### src/rtl/pinmux_pkg.sv
package pinmux_pkg;

  // Register map layout (byte addresses)
  localparam int unsigned PAD_REG_STRIDE    = 8;
  localparam int unsigned PAD_CTL_OFS       = 4;
  localparam int unsigned GPIO_SEL_BASE     = 'h100;
  localparam int unsigned GPIO_PORT_STRIDE  = 64;
  localparam int unsigned GPIO_BIT_STRIDE   = 4;
  localparam int unsigned PERIPH_SEL_BASE   = 'h200;
  localparam int unsigned PERIPH_SEL_STRIDE = 4;

  // Width of the pad control field
  localparam int unsigned PAD_CTL_W = 3;

  // Pad control field: bit0 input enable, bit1 pull-up, bit2 pull-down
  typedef struct packed {
    logic pull_dn;
    logic pull_up;
    logic in_en;
  } pad_ctl_t;

endpackage

### src/rtl/pinmux_regs.sv
module pinmux_regs
  import pinmux_pkg::*;
#(
  parameter int unsigned NUM_PADS  = 8,
  parameter int unsigned NUM_PORTS = 2,
  parameter int unsigned PORT_BITS = 16,
  parameter int unsigned NUM_PIN   = 2,
  parameter int unsigned SRC_W     = 6,
  parameter int unsigned PAD_W     = 4,
  parameter int unsigned ADDR_W    = 10,
  parameter int unsigned DATA_W    = 16
) (
  input  logic                                clk,
  input  logic                                rst_n,
  input  logic                                wr_en_i,
  input  logic [ADDR_W-1:0]                   addr_i,
  input  logic [DATA_W-1:0]                   wdata_i,
  output logic [DATA_W-1:0]                   rdata_o,
  output logic [NUM_PADS-1:0][SRC_W-1:0]      pad_sel_o,
  output pad_ctl_t [NUM_PADS-1:0]             pad_ctl_o,
  output logic [NUM_PORTS*PORT_BITS-1:0][PAD_W-1:0] gpio_sel_o,
  output logic [NUM_PIN-1:0][PAD_W-1:0]       pin_sel_o
);

  localparam int unsigned NUM_GPIO = NUM_PORTS * PORT_BITS;

  logic [NUM_PADS-1:0][SRC_W-1:0]  pad_sel_q;
  pad_ctl_t [NUM_PADS-1:0]         pad_ctl_q;
  logic [NUM_GPIO-1:0][PAD_W-1:0]  gpio_sel_q;
  logic [NUM_PIN-1:0][PAD_W-1:0]   pin_sel_q;

  logic unused_wdata_hi;
  assign unused_wdata_hi = ^wdata_i;

  function automatic logic [ADDR_W-1:0] pad_sel_addr(input int unsigned p);
    return ADDR_W'(p * PAD_REG_STRIDE);
  endfunction

  function automatic logic [ADDR_W-1:0] pad_ctl_addr(input int unsigned p);
    return ADDR_W'(p * PAD_REG_STRIDE + PAD_CTL_OFS);
  endfunction

  function automatic logic [ADDR_W-1:0] gpio_sel_addr(input int unsigned g);
    return ADDR_W'(GPIO_SEL_BASE + (g / PORT_BITS) * GPIO_PORT_STRIDE
                   + (g % PORT_BITS) * GPIO_BIT_STRIDE);
  endfunction

  function automatic logic [ADDR_W-1:0] pin_sel_addr(input int unsigned k);
    return ADDR_W'(PERIPH_SEL_BASE + k * PERIPH_SEL_STRIDE);
  endfunction

  // Register writes
  always_ff @(posedge clk or negedge rst_n) begin
    if (!rst_n) begin
      pad_sel_q  <= '0;
      pad_ctl_q  <= '0;
      gpio_sel_q <= '0;
      pin_sel_q  <= '0;
    end else if (wr_en_i) begin
      for (int unsigned p = 0; p < NUM_PADS; p++) begin
        if (addr_i == pad_sel_addr(p)) pad_sel_q[p] <= wdata_i[SRC_W-1:0];
        if (addr_i == pad_ctl_addr(p)) pad_ctl_q[p] <= pad_ctl_t'(wdata_i[PAD_CTL_W-1:0]);
      end
      for (int unsigned g = 0; g < NUM_GPIO; g++) begin
        if (addr_i == gpio_sel_addr(g)) gpio_sel_q[g] <= wdata_i[PAD_W-1:0];
      end
      for (int unsigned k = 0; k < NUM_PIN; k++) begin
        if (addr_i == pin_sel_addr(k)) pin_sel_q[k] <= wdata_i[PAD_W-1:0];
      end
    end
  end

  // Combinational read-back; unmapped addresses return zero
  always_comb begin
    rdata_o = '0;
    for (int unsigned p = 0; p < NUM_PADS; p++) begin
      if (addr_i == pad_sel_addr(p)) rdata_o = DATA_W'(pad_sel_q[p]);
      if (addr_i == pad_ctl_addr(p)) rdata_o = DATA_W'(pad_ctl_q[p]);
    end
    for (int unsigned g = 0; g < NUM_GPIO; g++) begin
      if (addr_i == gpio_sel_addr(g)) rdata_o = DATA_W'(gpio_sel_q[g]);
    end
    for (int unsigned k = 0; k < NUM_PIN; k++) begin
      if (addr_i == pin_sel_addr(k)) rdata_o = DATA_W'(pin_sel_q[k]);
    end
  end

  assign pad_sel_o  = pad_sel_q;
  assign pad_ctl_o  = pad_ctl_q;
  assign gpio_sel_o = gpio_sel_q;
  assign pin_sel_o  = pin_sel_q;

  // a write to a pad selector lands in that pad's register
  for (genvar p = 0; p < NUM_PADS; p++) begin : g_pad_chk
    a_r2_pad_sel_write : assert property (@(posedge clk) disable iff (!rst_n)
      (wr_en_i && addr_i == pad_sel_addr(p)) |=> (pad_sel_q[p] == $past(wdata_i[SRC_W-1:0])));
  end

  // a write to a GPIO input selector lands in that input's register
  for (genvar g = 0; g < NUM_GPIO; g++) begin : g_gpio_chk
    a_r2_gpio_sel_write : assert property (@(posedge clk) disable iff (!rst_n)
      (wr_en_i && addr_i == gpio_sel_addr(g)) |=> (gpio_sel_q[g] == $past(wdata_i[PAD_W-1:0])));
  end

  // without a write strobe no routing register moves
  a_r12_hold : assert property (@(posedge clk) disable iff (!rst_n)
    !wr_en_i |=> ($stable(pad_sel_q) && $stable(pad_ctl_q)
                  && $stable(gpio_sel_q) && $stable(pin_sel_q)));

endmodule

### src/rtl/pinmux_pad_drive.sv
module pinmux_pad_drive #(
  parameter int unsigned NUM_GPIO = 32,
  parameter int unsigned NUM_POUT = 2,
  parameter int unsigned SRC_W    = 6
) (
  input  logic [SRC_W-1:0]    sel_i,
  input  logic [NUM_GPIO-1:0] gpio_out_i,
  input  logic [NUM_GPIO-1:0] gpio_oe_i,
  input  logic [NUM_POUT-1:0] periph_out_i,
  output logic                out_o,
  output logic                oe_o
);

  // Code 0 is no source; GPIO codes follow, then peripheral outputs
  localparam int unsigned GPIO_CODE0 = 1;
  localparam int unsigned POUT_CODE0 = GPIO_CODE0 + NUM_GPIO;

  always_comb begin
    out_o = 1'b0;
    oe_o  = 1'b0;
    for (int unsigned k = 0; k < NUM_GPIO; k++) begin
      if (sel_i == SRC_W'(GPIO_CODE0 + k)) begin
        out_o = gpio_out_i[k];
        oe_o  = gpio_oe_i[k];
      end
    end
    for (int unsigned k = 0; k < NUM_POUT; k++) begin
      if (sel_i == SRC_W'(POUT_CODE0 + k)) begin
        out_o = periph_out_i[k];
        oe_o  = 1'b1;
      end
    end
  end

endmodule

### src/rtl/pinmux_sink_route.sv
module pinmux_sink_route #(
  parameter int unsigned NUM_PADS = 8,
  parameter int unsigned PAD_W    = 4
) (
  input  logic [PAD_W-1:0]    sel_i,
  input  logic [NUM_PADS-1:0] pad_in_i,
  input  logic [NUM_PADS-1:0] pad_ie_i,
  output logic                val_o
);

  // Code p+1 names pad p; any other code yields 0
  always_comb begin
    val_o = 1'b0;
    for (int unsigned p = 0; p < NUM_PADS; p++) begin
      if (sel_i == PAD_W'(p + 1)) val_o = pad_in_i[p] & pad_ie_i[p];
    end
  end

endmodule

### src/rtl/pinmux_xbar.sv
module pinmux_xbar
  import pinmux_pkg::*;
#(
  parameter int unsigned NUM_PADS  = 8,
  parameter int unsigned NUM_PORTS = 2,
  parameter int unsigned PORT_BITS = 16,
  parameter int unsigned NUM_POUT  = 2,
  parameter int unsigned NUM_PIN   = 2,
  parameter int unsigned ADDR_W    = 10,
  parameter int unsigned DATA_W    = 16
) (
  input  logic                            clk,
  input  logic                            rst_n,
  input  logic                            reg_wr_en,
  input  logic [ADDR_W-1:0]               reg_addr,
  input  logic [DATA_W-1:0]               reg_wdata,
  output logic [DATA_W-1:0]               reg_rdata,
  input  logic [NUM_PORTS*PORT_BITS-1:0]  gpio_out,
  input  logic [NUM_PORTS*PORT_BITS-1:0]  gpio_oe,
  output logic [NUM_PORTS*PORT_BITS-1:0]  gpio_in,
  input  logic [NUM_POUT-1:0]             periph_out,
  output logic [NUM_PIN-1:0]              periph_in,
  input  logic [NUM_PADS-1:0]             pad_in,
  output logic [NUM_PADS-1:0]             pad_out,
  output logic [NUM_PADS-1:0]             pad_oe,
  output logic [NUM_PADS-1:0]             pad_pu,
  output logic [NUM_PADS-1:0]             pad_pd
);

  localparam int unsigned NUM_GPIO = NUM_PORTS * PORT_BITS;
  localparam int unsigned NUM_SRC  = 1 + NUM_GPIO + NUM_POUT;
  localparam int unsigned SRC_W    = $clog2(NUM_SRC);
  localparam int unsigned PAD_W    = $clog2(NUM_PADS + 1);

  logic [NUM_PADS-1:0][SRC_W-1:0] pad_sel;
  pad_ctl_t [NUM_PADS-1:0]        pad_ctl;
  logic [NUM_GPIO-1:0][PAD_W-1:0] gpio_sel;
  logic [NUM_PIN-1:0][PAD_W-1:0]  pin_sel;
  logic [NUM_PADS-1:0]            pad_ie;

  pinmux_regs #(
    .NUM_PADS (NUM_PADS),
    .NUM_PORTS(NUM_PORTS),
    .PORT_BITS(PORT_BITS),
    .NUM_PIN  (NUM_PIN),
    .SRC_W    (SRC_W),
    .PAD_W    (PAD_W),
    .ADDR_W   (ADDR_W),
    .DATA_W   (DATA_W)
  ) i_regs (
    .clk       (clk),
    .rst_n     (rst_n),
    .wr_en_i   (reg_wr_en),
    .addr_i    (reg_addr),
    .wdata_i   (reg_wdata),
    .rdata_o   (reg_rdata),
    .pad_sel_o (pad_sel),
    .pad_ctl_o (pad_ctl),
    .gpio_sel_o(gpio_sel),
    .pin_sel_o (pin_sel)
  );

  // Pad side: one driver mux and control decode per pad
  for (genvar p = 0; p < NUM_PADS; p++) begin : g_pad
    pinmux_pad_drive #(
      .NUM_GPIO(NUM_GPIO),
      .NUM_POUT(NUM_POUT),
      .SRC_W   (SRC_W)
    ) i_drive (
      .sel_i       (pad_sel[p]),
      .gpio_out_i  (gpio_out),
      .gpio_oe_i   (gpio_oe),
      .periph_out_i(periph_out),
      .out_o       (pad_out[p]),
      .oe_o        (pad_oe[p])
    );
    assign pad_ie[p] = pad_ctl[p].in_en;
    assign pad_pu[p] = pad_ctl[p].pull_up;
    assign pad_pd[p] = pad_ctl[p].pull_dn;

    // an unselected pad is neither enabled nor driven high
    a_r6_unsel_quiet : assert property (@(posedge clk) disable iff (!rst_n)
      (pad_sel[p] == '0) |-> (!pad_oe[p] && !pad_out[p]));
    // a peripheral source always enables the pad
    a_r5_periph_drives : assert property (@(posedge clk) disable iff (!rst_n)
      (pad_sel[p] > SRC_W'(NUM_GPIO) && pad_sel[p] < SRC_W'(NUM_SRC)) |-> pad_oe[p]);
  end

  // Internal side: GPIO inputs
  for (genvar g = 0; g < NUM_GPIO; g++) begin : g_gpio_sink
    pinmux_sink_route #(
      .NUM_PADS(NUM_PADS),
      .PAD_W   (PAD_W)
    ) i_route (
      .sel_i   (gpio_sel[g]),
      .pad_in_i(pad_in),
      .pad_ie_i(pad_ie),
      .val_o   (gpio_in[g])
    );

    // an unrouted GPIO input reads 0
    a_r8_unrouted_zero : assert property (@(posedge clk) disable iff (!rst_n)
      (gpio_sel[g] == '0) |-> !gpio_in[g]);
  end

  // Internal side: peripheral inputs
  for (genvar k = 0; k < NUM_PIN; k++) begin : g_pin_sink
    pinmux_sink_route #(
      .NUM_PADS(NUM_PADS),
      .PAD_W   (PAD_W)
    ) i_route (
      .sel_i   (pin_sel[k]),
      .pad_in_i(pad_in),
      .pad_ie_i(pad_ie),
      .val_o   (periph_in[k])
    );

    // no peripheral input sees a level while every input enable is clear
    a_r8_ie_gate : assert property (@(posedge clk) disable iff (!rst_n)
      (pad_ie == '0) |-> !periph_in[k]);
  end

endmodule

### config.mk
export PLATFORM = sky130hd
export DESIGN_NAME = pinmux_xbar
export DESIGN_NICKNAME = d
export VERILOG_FILES = /design/src/rtl/pinmux_pkg.sv /design/src/rtl/pinmux_regs.sv /design/src/rtl/pinmux_pad_drive.sv /design/src/rtl/pinmux_sink_route.sv /design/src/rtl/pinmux_xbar.sv
export SDC_FILE = /design/constraint.sdc
export NUM_CORES = 1
export LEC_CHECK = 0
export CAP_MARGIN = 5
export CORE_MARGIN = 3
export CORE_UTILIZATION = 45
export CTS_CLUSTER_SIZE = 25
export DETAILED_ROUTE_END_ITERATION = 10
export GPL_ROUTABILITY_DRIVEN = 1
export PLACE_DENSITY = 0.77
export SLEW_MARGIN = 30
export SYNTH_ARGS = -nofsm -noshare
export SYNTH_HDL_FRONTEND = slang
export SYNTH_SLANG_ARGS = --single-unit
### constraint.sdc
create_clock -name clk -period 7.3 [get_ports clk]
set_input_delay 1.095 -clock clk [delete_from_list [all_inputs] [get_ports clk]]
set_output_delay 1.095 -clock clk [all_outputs]
set_load 0.03 [all_outputs]
# Word level (Yosys, flattened, before mapping)
# Cells that the tools add are included.
# W data, S select, Z words.
word_totals:
  reg_bits: 208
  inputBits: 103
  wordCells: 1584
op_classes:
  eq_ne: 593
  muxes: 866
  n_bitwise: 8
  n_reduce_logical: 51
ops:
  columns: ["op", "count"]
  rows:
  - ["$mux W1", 816]
  - ["$eq A6 B5 Y1 const B", 128]
  - ["$eq A4 B3 Y1 const B", 136]
  - ["$eq A6 B4 Y1 const B", 64]
  - ["$eq A10 B9 Y1 const B", 32]
  - ["$mux W6", 50]
  - ["$eq A4 B2 Y1 const B", 68]
  - ["$eq A6 B3 Y1 const B", 32]
  - ["$eq A6 B6 Y1 const B", 24]
  - ["$eq A4 B1 Y1 const B", 34]
  - ["$eq A4 B4 Y1 const B", 34]
  - ["$reduce_and A2 Y1", 50]
  - ["$eq A6 B2 Y1 const B", 16]
  - ["$eq A10 B6 Y1 const B", 8]
  - ["$eq A6 B1 Y1 const B", 8]
  - ["$eq A10 B5 Y1 const B", 4]
  - ["$eq A10 B10 Y1 const B", 2]
  - ["$eq A10 B4 Y1 const B", 2]
  - ["$eq A10 B3 Y1 const B", 1]
  - ["$logic_not A10 Y1", 1]
  - ["$and A1 B1 Y1", 8]

# Logic depth before layout (Yosys ltp)
depth:
  ltp_word: 51
  depth_mapped: 12
  ltp_nobuf: 8

# Cells and area by module
# Synthesis repeated with hierarchy kept, for this count alone.
hier_totals:
  hier_cells: 2507
  hier_area_um2: 21501.9
by_module_without_submodules:
  columns: ["mod", "n_inst", "cells_per_inst", "area_per_inst_um2", "seq_area_each_um2"]
  rows:
  - ["pinmux_regs", 1, 955, 10944.2, 5205.0]
  - ["pinmux_pad_drive", 8, 126, 899.6, 0.0]
  - ["pinmux_sink_route", 34, 16, 98.8, 0.0]

# Least setup slack after synthesis
# No wires, ideal clock.
synth_timing:
  path_kind: "input -> output"
  start: "input port reg_addr[1]"
  end: "output port reg_rdata[0]"
  arrival_time_ps: 3149
  t_required_ps: 6205
  setup_slack_ps: 3056
  path_stages: 10
  path_cell_list: "buf_6 or4b_4 nor2_4 buf_6 a21oi_1 a21oi_1 o2111ai_1 a31oi_1 o211ai_1 a21oi_1"
synth_between:
  elab_chain_len: 51
synth_lines:
  columns: ["element", "line_no", "text"]
  rows:
  - ["start, declared", "pinmux_xbar.sv:15", "input logic [ADDR_W-1:0] reg_addr,"]
  - ["$logic_not A10 Y1", "pinmux_regs.sv:77", "if (addr_i == pad_sel_addr(p)) rdata_o = DATA_W'(pad_sel_q[p]);"]
  - ["$mux W6", "pinmux_regs.sv:77", null]
  - ["$mux W6", "pinmux_regs.sv:78", "if (addr_i == pad_ctl_addr(p)) rdata_o = DATA_W'(pad_ctl_q[p]);"]
  - ["$mux W6", "pinmux_regs.sv:77", null]
  - ["$mux W6", "pinmux_regs.sv:78", null]
  - ["$mux W6", "pinmux_regs.sv:77", null]
  - ["$mux W6", "pinmux_regs.sv:78", null]
  - ["$mux W6", "pinmux_regs.sv:77", null]
  - ["(+4 left out)", null, null]
  - ["$mux W6", "pinmux_regs.sv:78", null]
  - ["$mux W6", "pinmux_regs.sv:77", null]
  - ["$mux W6", "pinmux_regs.sv:78", null]
  - ["$mux W6", "pinmux_regs.sv:77", null]
  - ["$mux W6", "pinmux_regs.sv:78", null]
  - ["$mux W6 (32 in a row)", "pinmux_regs.sv:81", "if (addr_i == gpio_sel_addr(g)) rdata_o = DATA_W'(gpio_sel_q[g]);"]
  - ["$mux W6", "pinmux_regs.sv:84", "if (addr_i == pin_sel_addr(k)) rdata_o = DATA_W'(pin_sel_q[k]);"]
  - ["$mux W6 (*)", "pinmux_regs.sv:84", null]
  - ["end, declared", "pinmux_xbar.sv:17", "output logic [DATA_W-1:0] reg_rdata,"]
# Every way passes the cells marked *; elsewhere a longest branch is shown, timed or not.

# Worst setup path in the final report
# Ends and elaborated chain as after synthesis.

==> flow_metrics.env <==
export IMPL_critPathKind="input pin to output port"
export IMPL_p_leak_nw=8.27
export IMPL_finalCritPeriodShare=0.881
export IMPL_finalSetupTns_ns=0
export IMPL_min_from="i_regs.pad_ctl_o[12]$_DFFE_PN0P_"
export IMPL_yosys_area_share_simple=0.196
export IMPL_cts_setup_buffers=0
export IMPL_required_ns=6.20
export IMPL_yosysSeqAreaShare=0.259
export IMPL_whs_ns=0.534
export IMPL_ys_warn_count=0
export IMPL_yosys_register_bits=208
export IMPL_finalHoldViolCount=0
export IMPL_switching_share=0.281
export IMPL_antenna_found_initial=4
export IMPL_async_flop_share=1.00
export IMPL_cp_max_fo=12
export IMPL_clk_transition_reported_paths_ns=0.06
export IMPL_grt_pass1_vias=20100
export IMPL_wl_per_cell_um=27.5
export IMPL_slew_viol_final=0
export IMPL_ys_types=90
export IMPL_regArea_um2=5210
export IMPL_ir_drop_uv=207
export IMPL_ctsLongestPathBuffers=3
export IMPL_synth_xor_area_share=0
export IMPL_synth_largest_area_cell="dfrtp_1"
export IMPL_ioPinCount=185
export IMPL_grt_max_degree=77
export IMPL_p_total_mw=2.92
export IMPL_grt_use_met2=0.533
export IMPL_slew_limit_headroom=0.346
export IMPL_fin_area_um2=22300
export IMPL_post_place_ws_ns=1.09
export IMPL_grt_ovfl_total=0
export IMPL_holdPathEnd="i_regs.pad_ctl_o[12]$_DFFE_PN0P_"
export IMPL_drtIter0Drc=2786
export IMPL_instances_no_fill=2989
export IMPL_clock_fmax_mhz=156
export IMPL_r2r_setup_slack_ns=5.80
export IMPL_synth_fa_ha_area_frac=0
export IMPL_synth_area_um2=20100
export IMPL_cts_root_buf="clkbuf_16"
export IMPL_htree_levels=1
export IMPL_fin_util=0.511
export IMPL_cts_resized=0
export IMPL_cp_start_kind="input pin"
export IMPL_ys_top_cells_by_area="dfrtp_1, mux2_2, mux4_2"
export IMPL_port_buffers=164
export IMPL_worst_slew_pin_slew_ns=0.981
export IMPL_cts_made_buffers=22
export IMPL_drc_errors=0
export IMPL_syn_to_final_growth_pct=10.8
export IMPL_synth_mux_area_fraction=0.235
export IMPL_placedCellCount=2950
export IMPL_cp_data_arrival_time_ns=5.33
export IMPL_tritoncts="built"
export IMPL_core_um2=43600
export IMPL_intPower_mw=2.10
export IMPL_start_util=0.461
export IMPL_p_sw_mw=0.821
export IMPL_hold_buffers=0
export IMPL_synth_compound_area_frac=0.233
export IMPL_ant_nets=0
export IMPL_final_nets=2492
export IMPL_setup_viol=0
export IMPL_dieArea_um2=47200
export IMPL_grt_util_all_layers=0.335
export IMPL_hold_path_depth=1
export IMPL_fin_skew_ns=0
export IMPL_power_frac_clock=0.423
export IMPL_regToRegStartpoint="i_regs.pad_sel_o[12]$_DFFE_PN0P_"
export IMPL_final_layout_size_suffix_gt1_frac=0.176
export IMPL_dp_hpwl_mm=54.6
export IMPL_dr_pass1_iters=6
export IMPL_power_density_nw_per_um2=131
export IMPL_postPlaceCellArea_um2=21400
export IMPL_worstRegToRegCells=2
export IMPL_fp_dieW_um=217
export IMPL_synth_top_family_by_area="multiplexers"
export IMPL_crit_path_end_kind="output port"
export IMPL_min_period_ns=6.43
export IMPL_viasPerCell=7.05
export IMPL_use_met3=0.0896
export IMPL_synth_top_area_frac=0.259
export IMPL_cts_num_sinks=208
export IMPL_finalWeightedCongestion=1.02
export IMPL_grt_pass1_wl_mm=123
export IMPL_status="finished, final reports clean"
export IMPL_wl_mm=82.1
export IMPL_grtUsageMet1=0.407
export IMPL_fillers=4085
export IMPL_die_height_um=217
export IMPL_drv_cap=0
export IMPL_timing_final_ws_setup_ns=0.872
export IMPL_num_rows=76
export IMPL_hold_path_class="register to register"
export IMPL_top_usage_layer="met2"
export IMPL_num_vias=21100
export IMPL_seq_power_share=0.413
export IMPL_insertion_delay_ns=0.52
export IMPL_startpoint="reg_addr[1]"
export IMPL_p_comb_frac=0.163
export IMPL_yosys_most_used_dff="dfrtp_1"
export IMPL_rsz0062_at_grt="false"
export IMPL_synth_edf_count=0
export IMPL_multi_input_area_um2=13400
export IMPL_r2r_end="i_regs.pad_sel_o[12]$_DFFE_PN0P_"
export IMPL_postSynthCellCount=2424
export IMPL_avgSynthCellArea_um2=8.29
## layer usage
| metal | part of all wire | vias up | wire length, um |
|---|---|---|---|
| met5 | 0.00026 | - | 21 |
| met4 | 0.076 | 2 | 6280 |
| met3 | 0.13 | 443 | 10600 |
| met2 | 0.44 | 1617 | 36500 |
| met1 | 0.35 | 9987 | 28800 |
| li1 | - | 9009 | - |
## worst max-delay path: stages
cell             delay [ns]
clkdlybuf4s50_1        0.73
or4b_4                 0.72
nor2_1                 0.67
buf_4                  0.34
a222oi_1               0.09
a21oi_1                0.17
nor3_1                 0.06
a31oi_1                0.26
o211ai_1               0.21
a21oi_1                0.26
clkdlybuf4s50_1        0.71
## registers in the layout (all words and copies together) (netlist names)
signal and flops:
i_regs.pad_ctl_o 24, i_regs.gpio_sel_o 128, i_regs.pin_sel_o 8, i_regs.pad_sel_o 48
## layout by cell type, fill, tap and decap left out, types with 12 or more instances in the layout
cell type        count
nand3_1             64
mux2i_1             70
clkdlybuf4s50_1    158
o22ai_1             50
o31ai_1             15
o21ai_0            271
a31oi_1             23
mux4_2              65
nand2_1            329
o221ai_1            13
a32oi_1             18
o32ai_1             14
dfrtp_1            205
nor2_1             142
nor4_1              44
nand2b_1            24
nor2b_1             25
a21oi_1            114
or3_1               13
a22oi_1             47
inv_1               44
nor4b_1             12
clkbuf_16           23
mux2_2             227
o211ai_1            20
buf_4               44
a211oi_1            16
nor3_1              47
a221oi_1            15
## power by group through the flow
stage	Clock [mW]	Sequential (mW)	Combinational, mW
floorplan	0	1.21	0.249
global placement	0	1.22	0.449
detailed placement	0	1.23	0.453
CTS	1.25	1.20	0.456
global route	1.29	1.21	0.490
finish	1.24	1.21	0.476
## Yosys cell counts (all sizes together) (7+ instances only)
| library cell | number |
|---|---|
| buf | 129 |
| a2bb2oi | 10 |
| o32ai | 14 |
| and2 | 10 |
| nand3 | 64 |
| o21a | 9 |
| nor2b | 25 |
| a21o | 8 |
| o31ai | 16 |
| mux4 | 65 |
| nor2 | 148 |
| nand2 | 334 |
| or4b | 8 |
| a22oi | 47 |
| mux2 | 227 |
| dfrtp | 208 |
| o221ai | 14 |
| nand3b | 7 |
| nand4 | 9 |
| nor4 | 47 |
| inv | 44 |
| o22ai | 50 |
| a221oi | 15 |
| a32oi | 18 |
| a211oi | 16 |
| a21oi | 114 |
| nor3 | 50 |
| o2111ai | 9 |
| clkbuf | 147 |
| nand2b | 24 |
| a221o | 7 |
| nor4b | 16 |
| a22o | 8 |
| o211ai | 20 |
| o21ai | 277 |
| or2 | 7 |
| or3 | 13 |
| a31oi | 23 |
| mux2i | 70 |
## final cells by class
cell class | count | share of cell area
Timing Repair Buffer | 208 | 0.0882
Antenna cell | 3 | 0.000337
Multi-Input combinational cell | 1904 | 0.602
Sequential cell | 208 | 0.234
Tap cell | 585 | 0.0329
Inverter | 45 | 0.00759
Clock inverter | 8 | 0.00765
Clock buffer | 28 | 0.0276
## worst max-delay path by stage
stage | end | slack (ns) | cells after the start
after detailed placement | reg_rdata[0] | 1.09 | 11
final | reg_rdata[0] | 0.87 | 11
after global routing | reg_rdata[0] | 0.81 | 11
after global placement | reg_rdata[0] | 1.07 | 11
after floorplan | reg_rdata[0] | 3.06 | 10
after CTS | reg_rdata[0] | 1.04 | 11
## kinds of logic (layout without fill, tap and decap cells)
logic type,Yosys count,after routing
buffers and inverters,321,289
muxes,362,362
AOI/OAI and AO/OA,736,736
and+or+nand+nor,796,796
other,1,13
DFF,208,208
Power figures use the tool's default switching activity.
